<file path="src/rtl/adc_rr_pkg.sv">
// Shared encodings for the ADC result formatting router.
// Assumes: message kind and resolution codes are 2 bits wide.
package adc_rr_pkg;

    typedef enum logic [1:0] {
        KIND_REGRD = 2'b00,
        KIND_STAMP = 2'b01,
        KIND_CONV  = 2'b10,
        KIND_ALT   = 2'b11
    } msg_kind_e;

    typedef enum logic [1:0] {
        RES_12  = 2'b00,
        RES_10  = 2'b01,
        RES_08  = 2'b10,
        RES_12B = 2'b11
    } res_sel_e;

endpackage

</file>
<file path="src/rtl/adc_rr_timebase.sv">
// Free-running time base with end-of-sampling capture register.
// Assumes: tick is a one-cycle strobe; the capture takes the pre-increment value.
module adc_rr_timebase #(
    parameter int TS_W = 16
) (
    input  logic            clk,
    input  logic            rst_n,
    input  logic            tick,
    input  logic            capture,
    output logic [TS_W-1:0] count,
    output logic [TS_W-1:0] held
);

    // Advance the counter on each tick, wrapping naturally.
    always_ff @(posedge clk) begin
        if (!rst_n)
            count <= '0;
        else if (tick)
            count <= count + 1'b1;
    end

    // Latch the counter when sampling ends.
    always_ff @(posedge clk) begin
        if (!rst_n)
            held <= '0;
        else if (capture)
            held <= count;
    end

endmodule

</file>
<file path="src/rtl/adc_rr_formatter.sv">
// Combinational payload formatter: register data, time stamp or conversion.
// Assumes: DATA_W >= ADJ_W + 2 and TS_W == DATA_W.
module adc_rr_formatter
    import adc_rr_pkg::*;
#(
    parameter int DATA_W = 16,
    parameter int ADJ_W  = 12,
    parameter int TS_W   = 16
) (
    input  logic [1:0]                kind,
    input  logic [1:0]                res,
    input  logic                      cal,
    input  logic [DATA_W-1:0]         payload,
    input  logic [ADJ_W+1:0]          cal_data,
    input  logic [TS_W-1:0]           stamp,
    output logic [DATA_W-1:0]         word
);

    localparam int PAD   = 2;
    localparam int JUS_W = ADJ_W + PAD;
    localparam int TOP_Z = DATA_W - JUS_W;

    logic [ADJ_W-1:0]  aligned;
    logic [DATA_W-1:0] conv_word;

    // Left-align the converter data into the adjusted width.
    always_comb begin
        case (res_sel_e'(res))
            RES_10:  aligned = {payload[ADJ_W-3:0], 2'b00};
            RES_08:  aligned = {payload[ADJ_W-5:0], 4'b0000};
            default: aligned = payload[ADJ_W-1:0];
        endcase
    end

    // Pick calibrated input or shifted, right-justified raw value.
    always_comb begin
        if (cal)
            conv_word = {{TOP_Z{1'b0}}, cal_data};
        else
            conv_word = {{TOP_Z{1'b0}}, aligned, {PAD{1'b0}}};
    end

    // Select the stored word by message kind.
    always_comb begin
        case (msg_kind_e'(kind))
            KIND_STAMP: word = DATA_W'(stamp);
            KIND_CONV:  word = conv_word;
            default:    word = payload;
        endcase
    end

endmodule

</file>
<file path="src/rtl/adc_rr_fifo.sv">
// Small first-word-fall-through result queue.
// Assumes: a push to a full queue is allowed only if it is popped in the same cycle;
// a refused push is reported on 'drop'. A pop of an empty queue is ignored.
module adc_rr_fifo #(
    parameter int W     = 16,
    parameter int DEPTH = 4
) (
    input  logic         clk,
    input  logic         rst_n,
    input  logic         push,
    input  logic [W-1:0] wdata,
    input  logic         pop,
    output logic [W-1:0] rdata,
    output logic         empty,
    output logic         full,
    output logic         drop
);

    localparam int AW = (DEPTH > 1) ? $clog2(DEPTH) : 1;
    localparam int CW = $clog2(DEPTH + 1);
    localparam logic [AW-1:0] LAST = AW'(DEPTH - 1);

    logic [W-1:0]  mem [DEPTH];
    logic [AW-1:0] wr_ptr, rd_ptr;
    logic [CW-1:0] count;
    logic          do_pop, do_push;

    assign empty   = (count == '0);
    assign full    = (count == CW'(DEPTH));
    assign do_pop  = pop && !empty;
    assign do_push = push && (!full || do_pop);
    assign drop    = push && !do_push;
    assign rdata   = mem[rd_ptr];

    // Store the incoming word at the write pointer.
    always_ff @(posedge clk) begin
        if (do_push)
            mem[wr_ptr] <= wdata;
    end

    // Advance pointers with wrap at DEPTH.
    always_ff @(posedge clk) begin
        if (!rst_n) begin
            wr_ptr <= '0;
            rd_ptr <= '0;
        end else begin
            if (do_push)
                wr_ptr <= (wr_ptr == LAST) ? '0 : wr_ptr + 1'b1;
            if (do_pop)
                rd_ptr <= (rd_ptr == LAST) ? '0 : rd_ptr + 1'b1;
        end
    end

    // Track occupancy.
    always_ff @(posedge clk) begin
        if (!rst_n)
            count <= '0;
        else if (do_push && !do_pop)
            count <= count + 1'b1;
        else if (do_pop && !do_push)
            count <= count - 1'b1;
    end

endmodule

</file>
<file path="src/rtl/adc_result_router.sv">
// ADC result formatting router: formats return payloads and routes them by tag
// into per-tag result queues, with overflow and bad-tag flags.
// Assumes: NUM_FIFO <= 2**TAG_W; one message per cycle at most.
module adc_result_router
    import adc_rr_pkg::*;
#(
    parameter int TAG_W    = 4,
    parameter int NUM_FIFO = 8,
    parameter int DEPTH    = 4,
    parameter int DATA_W   = 16,
    parameter int ADJ_W    = 12,
    parameter int TS_W     = 16
) (
    input  logic                       clk,
    input  logic                       rst_n,
    input  logic                       msg_valid,
    output logic                       msg_ready,
    input  logic [TAG_W-1:0]           msg_tag,
    input  logic [1:0]                 msg_kind,
    input  logic [1:0]                 msg_res,
    input  logic                       msg_cal,
    input  logic [DATA_W-1:0]          msg_payload,
    input  logic [ADJ_W+1:0]           msg_cal_data,
    input  logic                       tb_tick,
    input  logic                       sample_end,
    input  logic [NUM_FIFO-1:0]        fifo_pop,
    output logic [NUM_FIFO*DATA_W-1:0] fifo_rdata,
    output logic [NUM_FIFO-1:0]        fifo_empty,
    output logic [NUM_FIFO-1:0]        fifo_full,
    output logic [NUM_FIFO-1:0]        ovf_flag,
    input  logic [NUM_FIFO-1:0]        ovf_clr,
    output logic                       tag_err
);

    logic [TS_W-1:0]     tb_cnt;
    logic [TS_W-1:0]     ts_hold;
    logic [DATA_W-1:0]   fmt_word;
    logic                accept;
    logic                tag_ok;
    logic [NUM_FIFO-1:0] push_vec;
    logic [NUM_FIFO-1:0] drop_vec;

    assign accept   = msg_valid && msg_ready;
    assign tag_ok   = (int'(msg_tag) < NUM_FIFO);
    assign push_vec = (accept && tag_ok) ? (NUM_FIFO'(1) << msg_tag) : '0;

    // Ready comes up on the first cycle after reset.
    always_ff @(posedge clk) begin
        if (!rst_n)
            msg_ready <= 1'b0;
        else
            msg_ready <= 1'b1;
    end

    adc_rr_timebase #(.TS_W(TS_W)) u_timebase (
        .clk     (clk),
        .rst_n   (rst_n),
        .tick    (tb_tick),
        .capture (sample_end),
        .count   (tb_cnt),
        .held    (ts_hold)
    );

    adc_rr_formatter #(.DATA_W(DATA_W), .ADJ_W(ADJ_W), .TS_W(TS_W)) u_fmt (
        .kind     (msg_kind),
        .res      (msg_res),
        .cal      (msg_cal),
        .payload  (msg_payload),
        .cal_data (msg_cal_data),
        .stamp    (ts_hold),
        .word     (fmt_word)
    );

    for (genvar i = 0; i < NUM_FIFO; i++) begin : g_q
        adc_rr_fifo #(.W(DATA_W), .DEPTH(DEPTH)) u_q (
            .clk   (clk),
            .rst_n (rst_n),
            .push  (push_vec[i]),
            .wdata (fmt_word),
            .pop   (fifo_pop[i]),
            .rdata (fifo_rdata[i*DATA_W +: DATA_W]),
            .empty (fifo_empty[i]),
            .full  (fifo_full[i]),
            .drop  (drop_vec[i])
        );
    end

    // Sticky per-queue overflow: a new drop wins over a clear.
    always_ff @(posedge clk) begin
        if (!rst_n)
            ovf_flag <= '0;
        else
            ovf_flag <= (ovf_flag & ~ovf_clr) | drop_vec;
    end

    // Sticky out-of-range tag error.
    always_ff @(posedge clk) begin
        if (!rst_n)
            tag_err <= 1'b0;
        else if (accept && !tag_ok)
            tag_err <= 1'b1;
    end

endmodule

</file>
<file path="config.mk">
export PLATFORM = sky130hd
export DESIGN_NAME = adc_result_router
export DESIGN_NICKNAME = d
export VERILOG_FILES = /design/src/rtl/adc_rr_pkg.sv /design/src/rtl/adc_rr_timebase.sv /design/src/rtl/adc_rr_formatter.sv /design/src/rtl/adc_rr_fifo.sv /design/src/rtl/adc_result_router.sv
export SDC_FILE = /design/constraint.sdc
export NUM_CORES = 1
export LEC_CHECK = 0
export ABC_AREA = 1
export BUFFER_PORTS_ARGS = -buffer_cell sky130_fd_sc_hd__clkbuf_2
export CORE_ASPECT_RATIO = 1.75
export CORE_MARGIN = 1.5
export CORE_UTILIZATION = 54
export CTS_CLUSTER_SIZE = 28
export DETAILED_ROUTE_END_ITERATION = 10
export GPL_TIMING_DRIVEN = 0
export PLACE_DENSITY = 0.79
export RECOVER_POWER = 50
export SLEW_MARGIN = 0
export SYNTH_ARGS = -nofsm -noshare
export SYNTH_HDL_FRONTEND = slang
export SYNTH_HIERARCHICAL = 1
export SYNTH_SLANG_ARGS = --single-unit
</file>
<file path="constraint.sdc">
create_clock -name clk -period 2.4 [get_ports clk]
set_clock_uncertainty 0.1 [all_clocks]
set_input_delay 0.24 -clock clk [delete_from_list [all_inputs] [get_ports clk]]
set_output_delay 0.24 -clock clk [all_outputs]
set_load 0.1 [all_outputs]
</file>
==> Word-level counts from Yosys, hierarchy flattened <==
Memory sizes are Yosys's and may differ from the RTL's. A register that Yosys moved wholly into a read port is not among the register bits.
Index checks and enable logic that the tools add are counted.
{ "op_classes": {"n_addsub": 33, "multipliers": 0, "div_mod_pow": 0, "magnitude_cmp": 1, "eq_ne": 28, "n_shift": 1, "muxes": 69, "n_bitwise": 3, "reduce_logical": 100} }
{ "op_table": {"columns": ["op", "n"], "rows": [
  ["two-way mux 2 bit", 32],
  ["two-way mux 3 bit", 16],
  ["logical AND 1 bit", 43],
  ["equality test 2 bit (second input constant)", 18],
  ["logical NOT 1 bit", 33],
  ["adder 2 x 1 -> 2 bit (second input constant)", 16],
  ["one-hot mux 16 bit (2 select lines)", 1],
  ["adder 3 x 1 -> 3 bit (second input constant)", 8],
  ["equality test 3 bit (second input constant)", 8],
  ["logical NOT 3 bit", 8],
  ["one-hot mux 12 bit (2 select lines)", 1],
  ["subtractor 3 x 1 -> 3 bit (second input constant)", 8],
  ["two-way mux 1 bit", 17],
  ["adder 16 x 1 -> 16 bit (second input constant)", 1],
  ["nonzero test 2 bit", 8],
  ["two-way mux 14 bit", 1],
  ["AND 8 bit", 1],
  ["logical OR 1 bit", 8],
  ["two-way mux 8 bit", 1],
  ["NOT 8 bit", 1],
  ["OR 8 bit", 1],
  ["<< shifter 1 x 4 -> 8 bit (first input constant)", 1],
  ["equality test 2 x 1 -> 1 bit (second input constant)", 2],
  ["< comparator 4 bit (second input constant)", 1]
]} }
{ "word_totals": {"ff_bits": 98, "latchBits": 0, "ram_bits": 512, "rom_bits": 0, "input_bits": 60, "output_inout_bits": 154, "wordCells": 272, "n_memories": 8} }
{ "mem_list": {"columns": ["memory", "words", "width", "read_ports", "rd_clocked_by_memory_dff", "write_ports", "line", "rtl"], "rows": [
  ["g_q[0].u_q.mem", 4, 16, 1, 1, 1, "adc_rr_fifo.sv:23", "logic [W-1:0] mem [DEPTH];"],
  ["g_q[1].u_q.mem", 4, 16, 1, 1, 1, "adc_rr_fifo.sv:23", null],
  ["g_q[2].u_q.mem", 4, 16, 1, 1, 1, "adc_rr_fifo.sv:23", null],
  ["g_q[3].u_q.mem", 4, 16, 1, 1, 1, "adc_rr_fifo.sv:23", null],
  ["g_q[4].u_q.mem", 4, 16, 1, 1, 1, "adc_rr_fifo.sv:23", null],
  ["g_q[5].u_q.mem", 4, 16, 1, 1, 1, "adc_rr_fifo.sv:23", null],
  ["2 more memories", null, null, null, null, null, null, null]
]} }

==> Longest topological paths before layout <==
Gate-level depths: netlist of run 1.
{ "logic_depth": {"ltp_word": 9, "mapped_depth": 15, "depth_no_buf": 15} }

==> Hierarchy <==
Netlist of run 1, hierarchy kept.
{ "modules_own_cells": {"columns": ["mod", "n_inst", "cells_each", "area_per_inst_um2", "seq_area_each_um2"], "rows": [
  ["adc_rr_fifo at g_q[1].u_q ...", 5, 226, 2874.0, 2102.0],
  ["adc_rr_fifo at g_q[0].u_q ...", 3, 226, 2870.3, 2102.0],
  ["adc_rr_timebase", 1, 180, 1385.1, 640.6],
  ["adc_rr_formatter", 1, 167, 770.7, 0.0],
  ["adc_result_router", 1, 57, 391.6, 200.2]
]} }

==> Worst setup path before layout of run 1 <==
Ideal clock, no wire load.
{ "synth_timing": {"path_kind": "register to register", "from": "reg msg_ready", "to": "mem g_q[0].u_q.mem[0][0], enable pin", "setup_time_ps": 389, "arrival_ps": 2425, "t_required_ps": 1911, "path_slack_ps": -513, "stages_incl_launch_ff": 7, "path_buffers": 0, "period_less_slack_ps": 2913, "path_cell_list": "dfxtp_1 -> nand2_1 -> nor2_2 -> nand2_1 -> nor2_1 -> nand2_1 -> nor2_1"} }
{ "synth_between": {"elab_chain_len": 6} }
{ "synth_lines": {"columns": ["item", "line", "rtl"], "rows": [
  ["start: declaration", "adc_result_router.sv:17", "output logic msg_ready,"],
  ["start signal: assignment", "adc_result_router.sv:50", "msg_ready <= 1'b0;"],
  ["start signal: assignment", "adc_result_router.sv:52", "msg_ready <= 1'b1;"],
  ["logical AND 1 bit", "adc_result_router.sv:43", "assign accept = msg_valid && msg_ready;"],
  ["logical AND 1 bit", "adc_result_router.sv:45", "assign push_vec = (accept && tag_ok) ? (NUM_FIFO'(1) << msg_tag) : '0;"],
  ["two-way mux 8 bit", "adc_result_router.sv:45", null],
  ["net push_vec[0]", "adc_result_router.sv:40", "logic [NUM_FIFO-1:0] push_vec;"],
  ["logical AND 1 bit", "adc_rr_fifo.sv:31", "assign do_push = push && (!full || do_pop);"],
  ["two-way mux 1 bit", "adc_rr_fifo.sv:37", "if (do_push)"],
  ["two-way mux 1 bit (not written as such)", "adc_rr_fifo.sv:38", "mem[wr_ptr] <= wdata;"],
  ["end: declaration", "adc_rr_fifo.sv:23", null]
]} }
The timed path passes the listed nets, and every way through them passes these cells.

==> Worst setup path after layout of run 1 <==
{ "layout_timing": {"from": "reg msg_ready", "to": "reg g_q[2].u_q.count[1]"} }
{ "layout_between": {"elab_chain_len": 7, "elab_cells_between_ends": 9, "cone_classes": "mux: 2; reduce/logical: 7"} }
{ "layout_lines": {"columns": ["item", "line", "rtl"], "rows": [
  ["logical AND 1 bit (*)", "adc_result_router.sv:43", null],
  ["logical AND 1 bit (*)", "adc_result_router.sv:45", null],
  ["two-way mux 8 bit (*)", "adc_result_router.sv:45", null],
  ["net push_vec[2]", "adc_result_router.sv:40", null],
  ["logical AND 1 bit (*)", "adc_rr_fifo.sv:31", null],
  ["net g_q[2].u_q.do_push", "adc_rr_fifo.sv:26", "logic do_pop, do_push;"],
  ["logical NOT 1 bit", "adc_rr_fifo.sv:60", "else if (do_pop && !do_push)"],
  ["logical AND 1 bit", "adc_rr_fifo.sv:60", null],
  ["nonzero test 2 bit (no line)", null, null],
  ["end signal: assignment", "adc_rr_fifo.sv:59", "count <= count + 1'b1;"],
  ["end signal: assignment", "adc_rr_fifo.sv:61", "count <= count - 1'b1;"],
  ["end: declaration", "adc_rr_fifo.sv:25", "logic [CW-1:0] count;"]
]} }
Mark *: on every way through the listed nets, which the timed path passes. The rest lies on a longest branch.
A chain may end at the register's enable or synchronous reset.

==> results of run 1 <==
[layout make-up]
| class | count | share of cell area [%] |
|---|---|---|
| clock inverters | 24 | 1.090 |
| repair buffers | 255 | 6.113 |
| inverters | 200 | 2.421 |
| multi-input cells | 1310 | 25.23 |
| well taps | 588 | 2.365 |
| plain buffers | 76 | 1.379 |
| clock buffers | 71 | 4.641 |
| flip-flops and latches | 626 | 56.76 |
[cell usage in the layout (no fill, tap or decap), drive strengths merged, types with 5 or more instances in the layout]
cell type	count
clkinvlp	5
fa	8
clkbuf	245
ha	53
inv	199
bufinv	8
clkinv	12
a21boi	8
dfxtp	114
a21oi	71
dlygate4sd3	20
buf	137
edfxtp	512
o22ai	128
nand2	195
o21ai	294
nand3	87
nor2	437
or2	8
nor3	12
[power by group through the flow]
stage          clock [mW]  combinational [mW]  sequential, mW
4_1_cts              8.94                12.7            12.5
3_3_place_gp            0                12.0            12.8
5_1_grt              9.29                13.4            12.6
6_report             8.82                12.9            12.5
2_1_floorplan           0                9.89            12.7
3_5_place_dp            0                12.3            12.8
[logic make-up (layout without fill, tap and decap cells)]
kind of cell | after synthesis | in the layout | synth area share (%)
and+or+nand+nor | 742 | 742 | 12.19
DFF | 626 | 626 | 69.17
AOI/OAI and AO/OA | 507 | 507 | 10.80
buffers and inverters | 276 | 626 | 4.617
adders and majority gates | 61 | 61 | 3.225
[layer usage]
| layer | wire length, µm | vias to the layer above | part of all wire, % | GRT usage [%] |
|---|---|---|---|---|
| met3 | 3865 | 171 | 6.1 | 4.126 |
| met2 | 32550 | 651 | 52 | 45.96 |
| met5 | 0 | - | 0 | 0 |
| met4 | 3503 | 0 | 5.6 | 15.43 |
| li1 | - | 8368 | - | - |
| met1 | 23130 | 8595 | 37 | 28.29 |
[synth_stat cells (3+ instances only)]
cell / n / area share [%]
nand2_4: 4 / 0.18
inv_1: 173 / 2.5
nor3_1: 12 / 0.24
o21ai_1: 232 / 4.5
a21oi_1: 70 / 1.4
buf_2: 51 / 1.0
fa_1: 8 / 0.63
nor2_2: 7 / 0.17
nor2_4: 6 / 0.26
dfxtp_1: 114 / 8.9
ha_1: 53 / 2.6
nand3_2: 9 / 0.35
clkbuf_1: 5 / 0.074
edfxtp_1: 512 / 60
nand2_1: 183 / 2.7
o22ai_1: 128 / 3.1
nor2_1: 423 / 6.2
nand2_2: 8 / 0.20
inv_2: 26 / 0.38
a21boi_1: 3 / 0.088
or2_2: 5 / 0.12
buf_4: 19 / 0.56
o21ai_0: 62 / 1.2
a21boi_2: 5 / 0.22
or2_1: 3 / 0.074
nand3_1: 78 / 1.5
[worst max-delay path, stage by stage, from the launching register on]
cell and delay, ns:
dfxtp_4 0.36, nand2_4 0.05, nor2_4 0.16, nand2_4 0.12, nor2_4 0.29, nand2_4 0.16
inv_4 0.10, ha_4 0.13, inv_2 0.04, fa_2 0.57, o21ai_2 0.05, nor2_1 0.14
[timing repair]
item	CTS	global route
setup buffers	6	8
hold buffers	20	0
endpoints found under the setup margin	527	392
resized for setup	120	136
hold endpoints to repair	51	0
gates cloned	0	0
pin swaps	5	20
[worst paths after layout]
check                                                 startpoint                           endpoint  slack, ns
worst max-delay path                           msg_ready$_DFF_P_   g_q[2].u_q/count[1]$_SDFFE_PN0P_       0.04
worst min-delay path                                  msg_tag[0]  g_q[1].u_q/wr_ptr[0]$_SDFFE_PN0P_       0.16
worst max register to register                 msg_ready$_DFF_P_   g_q[2].u_q/count[1]$_SDFFE_PN0P_       0.04
worst min register to register  u_timebase/count[8]$_SDFFE_PN0P_   u_timebase/count[8]$_SDFFE_PN0P_       0.38
[sequential cells by signal, summed over array words and instances (netlist names), named ones only]
register / flops
u_timebase/count: 16
msg_ready: 1
u_timebase/held: 16
g_q.u_q/count: 24
g_q.u_q/wr_ptr: 16
tag_err: 1
g_q.u_q/mem: 512
ovf_flag: 8
g_q.u_q/rd_ptr: 16
==> impl_results.md, run 1 <==
- CTS tree: done
- Routed WL per cell: 20.01 µm
- Hold WC Path Type: in -> reg
- Combinational cell fraction of total power: 37.7%
- Sum Neg Setup Slack: 0 ns
- CP endpoint kind: flop
- Dpl cells: 3020
- Critical Path AT: 2.76 ns
- CTS clk-pin slew, worst paths: 0.07 ns
- Register area: ~18000 µm²
- Final setup viols: 0
- Synth Flop Type: edfxtp_1
- Final nets: about 2600
- Num CTS Buffers: between 50 and 60
- Number of library cell types mapped by synthesis: 36
- Critical path class: reg -> reg
- Clk buf depth: 3
- PnR Total Power: 34.25 mW
- IO Port Bufs: roughly 210
- Area after DPL: around 28000 µm²
- GRT overflow: 0
- Sequential Power Share: 36.6%
- Synth Instances: 2212
- Max-cap viol count: 0
- Crit-path max FO: 6
- Vias per inst: 5.646
- Share of the yosys chip area belonging to registers: 69.17%
- Slew at the pin closest to its max-slew limit: 1.257 ns
- Worst Reg-to-Reg Cells: 11
- Ys Warns: 6
- # DRC: 0
- Fill cell count: 3298
- Initial Utilization: 54.58%
- Tot GR Track Use: 25.59%
- Fin. Hold Viols: 0
- Io pins: 214
- PD cells: roughly 1100 nW/µm²
- Int Pwr: 19.97 mW
- Hold_ws: ~0.16 ns
- Ant diodes: 0
- CP startpoint kind: flop
- Clk_lat worst skew: 0.58 ns
- Post-Syn Area: 25530 µm²
- Mean Syn Cell Area: roughly 12 µm²
- Register bit total from synthesis: roughly 630
- Syn_nets: 2333
- Vias in the first global route: 18320
- Core area: about 47000 µm²
- CTS sink count: 626
- Largest net degree at the start of global routing: 67
- DIE HEIGHT: a little under 300 µm
- Final setup margin: 0.03852 ns
- Share of cells above drive strength 1: 25.96%
- Detailed Routing Iterations Pass 1: 6
- Status: completed
- Routed via count: 17790
- Die X: around 170 µm
- Fmax achieved: around 0.42 GHz
- Util after Layout: 66.52%
- Max VDD drop: 0.0008045 V
- Headroom to the max-slew limit: 16.01%
- Leak: 11.59 nW
- Final period util: 98.40%
- Die area: 48640 µm²
- Area grow syn2layout: 21.88%
- First-pass GRT wire length: 95.77 mm
- Place WS: -0.5395 ns
- Area occupied by multi-input gates: roughly 7900 µm²
- Hold depth: 6
- Finished Layout Cells: 3150
- Post-route ant nets: 0
- Crit path required time: 2.80 ns
- Post-route cell area: between 30000 and 40000 µm²
- Sw power: 14.28 mW
- Max Transition Viols Final: 0
- Final WL: 63.04 mm
- Gpl congestion: 0.8882
- Drt initial violations: 1321
- Hpwl dp: 41.67 mm
- RSZ-0062 raised after global routing: yes
- Sw frac: 41.70%
- Synth async-reset ratio: 0%
- Clock power share: between 20% and 30%
- Initial antenna violation count: 0
- Tmin final: 2.361 ns
- Root Driver: clkbuf_16
- H-tree lvl count: 2
- EDFF count, synth: 512
- Rows: around 110
(Power assumes the default switching activity.)
==> run 2: changes to the inputs <==
Settings changed: ABC_AREA 1 to default.
==> run 2 against run 1 <==
Compared with the run above: the run now ends with negative setup slack left; final area shrank 2.8%; non-clock buffer count grew 14; core utilization increased by 0.36 points; via count fell by 24%; wire length decreased by 11%; global-route usage is 1.5 points lower; count of clock-buffer cells in the layout stayed put; sequential share of layout area rose by 1.6 points; combinational power is 11% higher; maximum frequency is 3.2% lower; critical path type unchanged; largest cell class unchanged; highest routed layer is now met5.
==> impl_results.md, run 2 <==
- Worst Reg-to-Reg Cells: 11 (unchanged)
- Post-Syn Area: 24750 µm² (-3.1%)
- Max-cap viol count: 0 (unchanged)
- Initial antenna violation count: 1 (+1)
- Largest net degree at the start of global routing: 33 (-51%)
- Most common cell in the synthesized netlist: edfxtp_1
- Register bit total from synthesis: 626 (unchanged)
- Tmin final: 2.440 ns (+0.07854 ns)
- # DRC: 0 (unchanged)
- Clk buf depth: 3 (unchanged)
- Core area: 45230 µm² (-3.3%)
- Largest regs: g_q.u_q/mem x512, g_q.u_q/count x24
- Ys Warns: 6 (unchanged)
- Largest reg by FF count: g_q.u_q/mem
- Hpwl dp: 36.09 mm (-13%)
- Synth Flop Type: edfxtp_1
- Max VDD drop: 0.001166 V (+45%)
- Util after Layout: 66.89% (+0.36 points)
- Leak: 10.45 nW (-9.9%)
- Detailed Routing Iterations Pass 1: 5 (-1)
- Most common library cell in the layout ignoring fill and taps: edfxtp_1
- Synth top cells by count: edfxtp_1, mux4_2, dfxtp_1
- Fmax achieved: 0.4098 GHz (-3.2%)
- Share of cells above drive strength 1: 35.04% (+9.1 points)
- Mean Syn Cell Area: 18.12 µm² (+57%)
- Final setup viols: 13 (+13)
- Slew at the pin closest to its max-slew limit: 1.330 ns (+0.07340 ns)
- R2R Path End: g_q[0].u_q/count[2]$_SDFFE_PN0P_
- Headroom to the max-slew limit: 11.32% (-4.7 points)
- PnR Total Power: 35.00 mW (+2.2%)
- Routed WL per cell: 24.23 µm (+21%)
- Most frequent CP cell: buf_6
- DIE HEIGHT: 286.2 µm (-1.5%)
- EDFF count, synth: 512 (unchanged)
- First-pass GRT wire length: 83.15 mm (-13%)
- Synth async-reset ratio: 0% (unchanged)
- RSZ-0062 raised after global routing: yes
- Critical Path Slowest Stage Cell: dfxtp_4
- CP startpoint kind: flop
- Hold WC Path Type: in -> reg
- Number of library cell types mapped by synthesis: 48 (+33%)
- Syn_nets: 1487 (-36%)
- R2R Setup Slk: -0.04 ns (-0.08 ns)
- Drt initial violations: 988 (-25%)
- Final WL: 56.11 mm (-11%)
- Tot GR Track Use: 24.05% (-1.5 points)
- Commonest non-fill, non-tap cells in the layout: edfxtp_1, mux4_2, clkbuf_2
- CP endpoint kind: flop
- Final nets: 1818 (-31%)
- CTS clk-pin slew, worst paths: 0.06 ns (about the same)
- Vias per inst: 5.871 (+4.0%)
- Failing checks: negative setup slack
- CTS tree: done
- Status: complete, but fails checks
- H-tree lvl count: 2 (unchanged)
- Rows: 103 (-1.9%)
- Gpl congestion: 0.8298 (-6.6%)
- Max Transition Viols Final: 0 (unchanged)
- IO Port Bufs: 210 (-0.94%)
- Largest cells by area after synthesis: edfxtp_1, mux4_2, dfxtp_1
- Fin. Hold Viols: 0 (unchanged)
- Post-route cell area: 30260 µm² (-2.8%)
- PD cells: 1157 nW/µm² (+5.1%)
- Io pins: 214 (unchanged)
- Die area: 47170 µm² (-3.0%)
- Final setup margin: -0.04002 ns (-0.07854 ns)
- Critical path's largest stage delay: 0.37 ns (-0.20 ns)
- Clk_lat worst skew: 0.57 ns (about the same)
- Synth Instances: 1366 (-38%)
- Cell taking the most area after synthesis: edfxtp_1
- Max reg flops: 512 (unchanged)
- Worst setup endpoint: g_q[0].u_q/count[2]$_SDFFE_PN0P_
- Sum Neg Setup Slack: -0.1323 ns (-0.1323 ns)
- Vias in the first global route: 14140 (-23%)
- Share of the yosys chip area belonging to registers: 71.35% (+2.2 points)
- Worst setup path start: msg_ready$_DFF_P_
- Ordered list of cells on the worst path: nand3b_1, buf_6, nor4_4, o21a_1, buf_6, ha_4, inv_2, fa_2, xor2_2, or3_4, a21boi_2
- Area grow syn2layout: 22.26%
- Crit-path max FO: 4 (-2)
- Root Driver: clkbuf_16
- Critical path class: reg -> reg
- GRT overflow: 0 (unchanged)
- Final period util: 101.7% (+3.3 points)
- CTS sink count: 626 (unchanged)
- Routed via count: 13600 (-24%)
- Share of the synthesized area in the top cell type: 62.13% (+1.9 points)
- Critical Path AT: 2.83 ns (+0.07 ns)
- Post-route ant nets: 0 (unchanged)
- Num CTS Buffers: 51 (-1.9%)
- Initial Utilization: 54.71% (+0.13 points)
- Crit path required time: 2.79 ns (about the same)
- Reg2reg start: msg_ready$_DFF_P_
- Area after DPL: 27040 µm² (-4.8%)
- Die X: 164.8 µm (-1.5%)
==> run 2: changes by cell type in the layout (fill, tap and decap cells not counted), moves of 32 or more <==
cell	delta
o21ai_0	-36
a21oi_1	-57
clkbuf_4	-54
o21ai_1	-229
nand3_1	-52
mux2i_1	+45
o22ai_2	-128
inv_1	-127
and2_2	+32
nor2_1	-347
nand2_1	-108
buf_2	-51
clkbuf_1	+33
mux4_2	+128
==> run 2: layer usage <==
layer  vias up  share of wire (%)  GRT usage [%]
li1       5985                  -              -
met1      6961                 36          28.37
met2       528                 53          42.54
met3       122                5.8          3.642
met4         2                5.1          11.91
met5         -              0.023              0
==> run 2: stage by stage <==
stage               cells  hold WS, ns  setup slack (ns)
CTS                  2301     0.002863          -0.06993
floorplan            1366       0.1677           -0.2744
finish               2316      0.02510          -0.04002
detailed placement   2165       0.3852           -0.8799
global placement     2153       0.3626            -2.782
global route         2315      0.03769           -0.1395
==> run 2: how the worst min path moves through the flow <==
stage / from / to / slack (ns) / cells after the start
floorplan: rst_n / msg_ready$_DFF_P_ / 0.17 / 0
global placement: u_timebase/count[15]$_SDFFE_PN0P_ / u_timebase/count[15]$_SDFFE_PN0P_ / 0.36 / 2
detailed placement: u_timebase/count[15]$_SDFFE_PN0P_ / u_timebase/count[15]$_SDFFE_PN0P_ / 0.39 / 2
CTS: fifo_pop[7] / ovf_flag[7]$_SDFF_PN0_ / 0.003 / 3
global route: fifo_pop[5] / flop / 0.04 / 3
finish: fifo_pop[5] / flop / 0.03 / 3
==> run 2: layout make-up <==
type                            instances  area (µm²)
Fill cell                            2878       14980
Sequential cell                       626       17670
Clock buffer                           71        1391
Timing Repair Buffer                  284        2619
Antenna cell                            1       2.502
Tap cell                              577       721.9
Clock inverter                         23       167.7
Buffer                                 61       514.2
Inverter                               47       176.4
Multi-Input combinational cell        626        6992
==> run 2: logic make-up after synthesis <==
logic type	after synthesis	share of synthesized area [%]
simple gates	253	5.577
xor+xnor	20	0.7078
compound gates	119	3.261
buf+inv	114	2.311
fa+ha+maj	61	3.327
mux	173	13.47
flops	626	71.35
==> run 2: power by group <==
group | internal (mW) | leakage [nW] | switching (mW) | total, mW
Clock | 4.28 | 0.778 | 3.60 | 7.88
Combinational | 4.52 | 4.08 | 9.82 | 14.3
Sequential | 12.3 | 5.59 | 0.499 | 12.8
Total | 21.1 | 10.4 | 13.9 | 35.0
==> run 2: what timing repair did <==
action                                  4_1_cts  5_1_grt
endpoints found under the hold margin        29        0
gates cloned                                  3        4
hold buffers                                 22        0
buffers inserted                             22       11
resized for setup                           250       53
endpoints found under the setup margin      396       74
pin swaps                                    15       12
==> run 2: critical path: cells and delay by family (launching register included) <==
| family | cells | cell delay (ns) |
|---|---|---|
| xor gates and xnor gates | 1 | 0.16 |
| and+or+nand+nor | 3 | 0.64 |
| DFF | 1 | 0.37 |
| buffers and inverters | 3 | 0.31 |
| AOI/OAI and AO/OA | 2 | 0.32 |
| adders and majority gates | 2 | 0.47 |
